`config.mk`:
```
export PLATFORM = sky130hd
export DESIGN_NAME = eeprom_wr_guard
export DESIGN_NICKNAME = d
export VERILOG_FILES = /design/src/rtl/eeprom_wr_guard.sv
export SDC_FILE = /design/constraint.sdc
export NUM_CORES = 1
export LEC_CHECK = 0
export BUFFER_PORTS_ARGS = -buffer_cell sky130_fd_sc_hd__buf_4
export CAP_MARGIN = 40
export CORE_ASPECT_RATIO = 2
export CORE_MARGIN = 5
export CORE_UTILIZATION = 50
export DETAILED_ROUTE_END_ITERATION = 16
export PLACE_DENSITY = 0.8
export SYNTH_ARGS = -nofsm -noshare
export SYNTH_HDL_FRONTEND = slang
export SYNTH_SLANG_ARGS = --single-unit
```
`constraint.sdc`:
```
create_clock -name clk -period 5.4 [get_ports clk]
set_input_delay 1.08 -clock clk [delete_from_list [all_inputs] [get_ports clk]]
set_output_delay 1.08 -clock clk [all_outputs]
set_load 0.01 [all_outputs]
```
`src/rtl/eeprom_wr_guard.sv`:
```
module eeprom_wr_guard #(
  parameter int AW = 15,
  parameter int DW = 8,
  parameter logic [AW-1:0] KEY_ADDR_A  = 15'h5555,
  parameter logic [AW-1:0] KEY_ADDR_B  = 15'h2AAA,
  parameter logic [DW-1:0] KEY_DATA_A  = 8'hAA,
  parameter logic [DW-1:0] KEY_DATA_B  = 8'h55,
  parameter logic [DW-1:0] CODE_UNLOCK = 8'hA0,
  parameter logic [DW-1:0] CODE_CLEAR  = 8'h80,
  parameter logic [DW-1:0] CODE_CONFIRM = 8'h20
) (
  input  logic          clk,
  input  logic          rst_n,
  input  logic          ce_n,
  input  logic          oe_n,
  input  logic          we_n,
  input  logic [AW-1:0] addr,
  input  logic [DW-1:0] din,
  input  logic          vcc_low,
  input  logic          prog_done,
  output logic          wr_accept,
  output logic [AW-1:0] wr_addr,
  output logic [DW-1:0] wr_data,
  output logic          busy,
  output logic          tgl_q6
);

  typedef enum logic [2:0] {
    T_IDLE, T_K1, T_K2, T_ARMED, T_C3, T_C4, T_C5
  } trk_t;

  trk_t          trk, trk_nx;
  logic          prot, prot_nx;
  logic          on_q, rd_q;
  logic [AW-1:0] cap_a;
  logic [DW-1:0] cap_d;
  logic          take, hit;

  wire strobe_on = !ce_n && !we_n && oe_n;
  wire rd_on     = !ce_n && !oe_n;
  wire wr_end    = on_q && (ce_n || we_n) && oe_n;
  wire wr_evt    = wr_end && !vcc_low && !busy;
  wire rd_start  = rd_on && !rd_q;

  wire is_k1  = (cap_a == KEY_ADDR_A) && (cap_d == KEY_DATA_A);
  wire is_k2  = (cap_a == KEY_ADDR_B) && (cap_d == KEY_DATA_B);
  wire is_unl = (cap_a == KEY_ADDR_A) && (cap_d == CODE_UNLOCK);
  wire is_clr = (cap_a == KEY_ADDR_A) && (cap_d == CODE_CLEAR);
  wire is_cfm = (cap_a == KEY_ADDR_A) && (cap_d == CODE_CONFIRM);

  always_comb begin
    trk_nx  = trk;
    prot_nx = prot;
    take    = 1'b0;
    hit     = 1'b0;
    if (wr_evt) begin
      if (trk == T_ARMED) begin
        take    = 1'b1;
        prot_nx = 1'b1;
        trk_nx  = T_IDLE;
        hit     = 1'b1;
      end else begin
        case (trk)
          T_K1: if (is_k2) begin trk_nx = T_K2; hit = 1'b1; end
          T_K2: begin
            if (is_unl) begin trk_nx = T_ARMED; hit = 1'b1; end
            else if (is_clr) begin trk_nx = T_C3; hit = 1'b1; end
          end
          T_C3: if (is_k1) begin trk_nx = T_C4; hit = 1'b1; end
          T_C4: if (is_k2) begin trk_nx = T_C5; hit = 1'b1; end
          T_C5: if (is_cfm) begin trk_nx = T_IDLE; prot_nx = 1'b0; hit = 1'b1; end
          default: ;
        endcase
        if (!hit) begin
          if (is_k1) trk_nx = T_K1;
          else begin
            trk_nx = T_IDLE;
            take   = !prot;
          end
        end
      end
    end
  end

  always_ff @(posedge clk) begin
    if (!rst_n) begin
      on_q  <= 1'b0;
      rd_q  <= 1'b0;
      cap_a <= '0;
      cap_d <= '0;
    end else begin
      on_q <= strobe_on;
      rd_q <= rd_on;
      if (strobe_on) begin
        cap_a <= addr;
        cap_d <= din;
      end
    end
  end

  always_ff @(posedge clk) begin
    if (!rst_n) begin
      trk  <= T_IDLE;
      prot <= 1'b0;
    end else begin
      trk  <= trk_nx;
      prot <= prot_nx;
    end
  end

  always_ff @(posedge clk) begin
    if (!rst_n) begin
      wr_accept <= 1'b0;
      wr_addr   <= '0;
      wr_data   <= '0;
      busy      <= 1'b0;
      tgl_q6    <= 1'b0;
    end else begin
      wr_accept <= take;
      if (take) begin
        wr_addr <= cap_a;
        wr_data <= cap_d;
      end
      if (take) busy <= 1'b1;
      else if (prog_done) busy <= 1'b0;
      if (busy && rd_start) tgl_q6 <= !tgl_q6;
    end
  end

endmodule


```
==> results.md <==
- The run finished with clean final reports.
- The die outline area is about 7400 µm².
- The average vias per placed instance is roughly 6.3.
- The relative slew slack is 37.5%.
- The number of antenna violations at the first check in global routing is 0.
- The count of buffers added on input and output ports is 55.
- The share of async-settable or async-resettable flops after synthesis is 0%.
- The HPWL reported at the end of detailed placement is 5730 µm.
- The floorplan has 38 rows.
- In the finished design, the share of the clock period the worst path needs comes to between 40% and 50%.
- The tree built by TritonCTS fans out to 55 sinks.
- Averaged over all synthesized cells, the footprint is slightly below 8 µm².
- VDD sags by at most 0.281 mV.
- The core box area is approximately 5500 µm².
- The startpoint of the most critical register-to-register path is cap_a[4].
- After detailed routing, the total wire length is 7890 µm.
- Synthesis produced 362 cells.
- The clock tree buffer depth is 2.
- The count of final hold-check violations is 0.
- 0 antenna diodes ended up in the layout.
- The critical path class is register to register.
- The number of global-route vias before repair came to about 2600.
- The critical path startpoint is cap_a[4].
- STA puts the critical path data required time at 5.60 ns.
- Setup repair after global routing left no endpoint under its margin.
- The worst setup path is captured at a register.
- Walking the worst path, the cells encountered are nor4bb_1 > nand4_1 > o32a_1 > a222oi_1 > o21ai_1.
- The number of warning messages in the yosys log is 0.
- At the pin with the least slew margin, the transition time is between 0.9 and 1 ns.
- The die is 116 µm tall.
- The number of max-slew violations in the final report is 0.
- The number of buffers and inverters on the critical path is 0.
- The peak clock frequency supported by timing is 387 MHz.
- For the final database, setup skew stands at between 0.005 and 0.006 ns.
- For this run, the detailed router's first-pass iteration total came to 5.
- The clock period minus final worst setup slack is 2.58 ns.
- The number of cells traversed by the worst hold path is 2.
- The most critical setup path has its endpoint at trk[0].
- After detailed placement, the total cell area comes to 3240 µm².
- The clock insertion delay at the later pin of the skew report is 0.31 ns.
- The final route contains between 2000 and 3000 vias.
- The number of max-capacitance violations reported is 0.
- The setup total negative slack is 0 ns.
- For this design the static power due to leakage is roughly 1.3 nW.
- The number of buffers created by CTS is 5.
- Relative to the synthesized area, the layout overhead comes to 17.3%.
- The most used flip-flop cell after synthesis is dfxtp_1.
- The H-tree generated during clock tree synthesis spans 2 levels.
- The congestion estimate from routability-driven global placement came to a little over 0.9.
- The mapped cell area is between 2000 and 3000 µm².
- For this run, the post-layout net count is about 420.
- 56 I/O pins were placed.
- In the routed design, unresolved DRC markers number 0.
- The clock transition at the register clock pins on the worst setup and hold paths after CTS is 0.09 ns.
- The depth of the critical timing path with buffers and inverters included is 5.
- The setup slack after placement is around 2.5 ns.
- The critical path data arrival time is ~2.8 ns.
- Broken down by cell family, the worst path's largest delay share belongs to compound AO/OA/AOI/OAI gates.
- The total routing usage reported by global routing is between 20 and 25%.
- The TritonCTS clock tree is yes.
- The startpoint kind of the worst setup timing path is a register.
- The count of nets left with antenna violations once routing finished came out at 0.
- The initial cell density of the core is 51.8%.
- The wire length per cell after detailed routing is around 17 µm.
- The number of placed instances, taps included, is between 400 and 500.
- Leaving out filler cells and counting taps, the final layout contains between 400 and 500.
- Power comes to ~0.68 mW.
- The total power per unit cell area is approximately 210 nW/µm².
- After synthesis, the largest area contributor takes up 38.9% of total cell area.
- The flip-flop and latch count after synthesis is 55.
- The final setup violation count is 0.
- Ranked by total cell area, the synthesized netlist is headed by dfxtp_1 (39%), nand2_1 (9.8%), and3_1 (5.5%).
- The first routing iteration left roughly 220 violations.
- The root buffer cell chosen for the clock tree is clkbuf_8.
- After clock tree synthesis, the setup repair step added 0 buffers.
- The horizontal die dimension is about 63 µm.
- Entering global routing, the biggest net connects 64 pins.
- For this run the aggregate overflow at the end of global routing stands at 0.
- The global-route wire length before repair is ~13000 µm.
- Once layout is done, the placed cells without fillers occupy about 3300 µm².
- The smallest setup slack after layout is about 2.8 ns.
- The cell depth of the worst flop-to-flop path is 5.
- The number of nets produced by synthesis is 392.
- Summing the sequential cell areas from Yosys gives between 30% and 40% of the chip area.
- The layout filler cell count is 495.
- The cell with the biggest individual delay on the critical path is o32a_1.
- For flop-to-flop paths, the worst setup slack is about 2.8 ns.
- The count of hold-fix buffers inserted at cts is 0.
- Synthesis instantiated 46 different standard cells from the library.
- The synthesized design spends more area on one cell type than any other, namely dfxtp_1.
- The worst min-delay path class is register to register.
- The post-CTS resize count is 0.
- The number of enable-type register cells in the synthesized netlist is 0.
- The biggest fanout along the worst timing path is 12.
- Cells with a size suffix above 1 make up between 10% and 20% of the layout.
- The biggest cell delay along the critical path is around 0.66 ns.
- The capture instance of the worst register-to-register path is trk[0].
[sequential cells by signal, indices dropped and copies added, names as in the netlist]
signal,flops
cap_a,15
wr_addr,15
cap_d,8
wr_data,8
trk,3
busy,1
on_q,1
prot,1
rd_q,1
tgl_q6,1
wr_accept,1
[logic make-up (layout without fill, tap and decap cells)]
family,Yosys count,in the layout,synth area share [%]
buf+inv,37,70,5.52
flops,55,55,38.9
compound gates,86,86,20.1
simple gates,182,182,34.9
mux,1,1,0.354
xor+xnor,1,1,0.309
[synth_stat cells (2+ instances only)]
cell type   n
a32oi_1    11
nor3b_1     3
o21a_1      2
nand4bb_1   2
nor3_1      2
nor4bb_1    5
o2111ai_1  12
o21ai_1     8
and2_1      2
or3_1       3
inv_1       2
nor2_1      8
nand2_1    74
a21oi_1    25
clkbuf_1   25
nor2b_1     3
buf_2       5
buf_1       2
nor4b_1     2
dfxtp_1    55
or4_1      12
nand3_1    19
o21ai_0    20
and3_1     25
nand4_1    14
[placed cells by master (no fill, tap or decap), types with 11 or more instances in the layout]
cell,Yosys,layout
o2111ai_1,12,12
dfxtp_1,55,55
buf_4,1,56
a32oi_1,11,11
o21ai_0,20,20
nand4_1,14,14
a21oi_1,25,25
or4_1,12,12
nand2_1,74,74
nand3_1,19,19
and3_1,25,25
[worst min path at each step]
| stage | start | end | slack [ns] |
|---|---|---|---|
| 6_report | prot | prot | 0.50 |
| 5_1_grt | cap_a[1] | cap_a[1] | 0.55 |
| 4_1_cts | prot | prot | 0.50 |
| 3_5_place_dp | prot | prot | 0.48 |
| 3_3_place_gp | prot | prot | 0.48 |
| 2_1_floorplan | cap_a[2] | cap_a[2] | 0.45 |
[layer usage]
| layer | wire [µm] | up-vias | global-route usage [%] |
|---|---|---|---|
| met4 | 348 | 0 | 12.5 |
| met2 | 4140 | 116 | 38.7 |
| li1 | - | 1402 | - |
| met3 | 477 | 28 | 4.14 |
| met1 | 2930 | 1322 | 24.0 |
| met5 | 0 | - | 0 |
[per-stage QoR]
step,hold slack [ns],util (%)
3_3_place_gp,0.482,58.2
2_1_floorplan,0.453,-
6_report,0.504,60.7
4_1_cts,0.500,60.7
3_5_place_dp,0.484,59.2
5_1_grt,0.547,60.7
[final cells by class]
type | count | area (µm²) | share of cell area [%]
multi-input cells | 270 | 1570 | 47.4
clock buffers | 7 | 76.3 | 2.30
flip-flops and latches | 55 | 1100 | 33.2
inverters | 3 | 11.3 | 0.339
well taps | 60 | 75.1 | 2.26
clock inverters | 1 | 5.00 | 0.151
repair buffers | 59 | 478 | 14.4
[worst reg2reg max path, delay by kind of cell (launching register included)]
kind	cells	cell delay (ns)
AOI/OAI and AO/OA	3	1.20
and+or+nand+nor	2	0.89
DFF	1	0.40
[power by group]
group	leakage, nW	total [mW]	switching [mW]	internal (mW)
Combinational	0.789	0.0439	0.0234	0.0205
Sequential	0.445	0.421	0.00894	0.412
Clock	0.0422	0.220	0.129	0.0914
No activity file was read; power rests on OpenSTA's default activity.
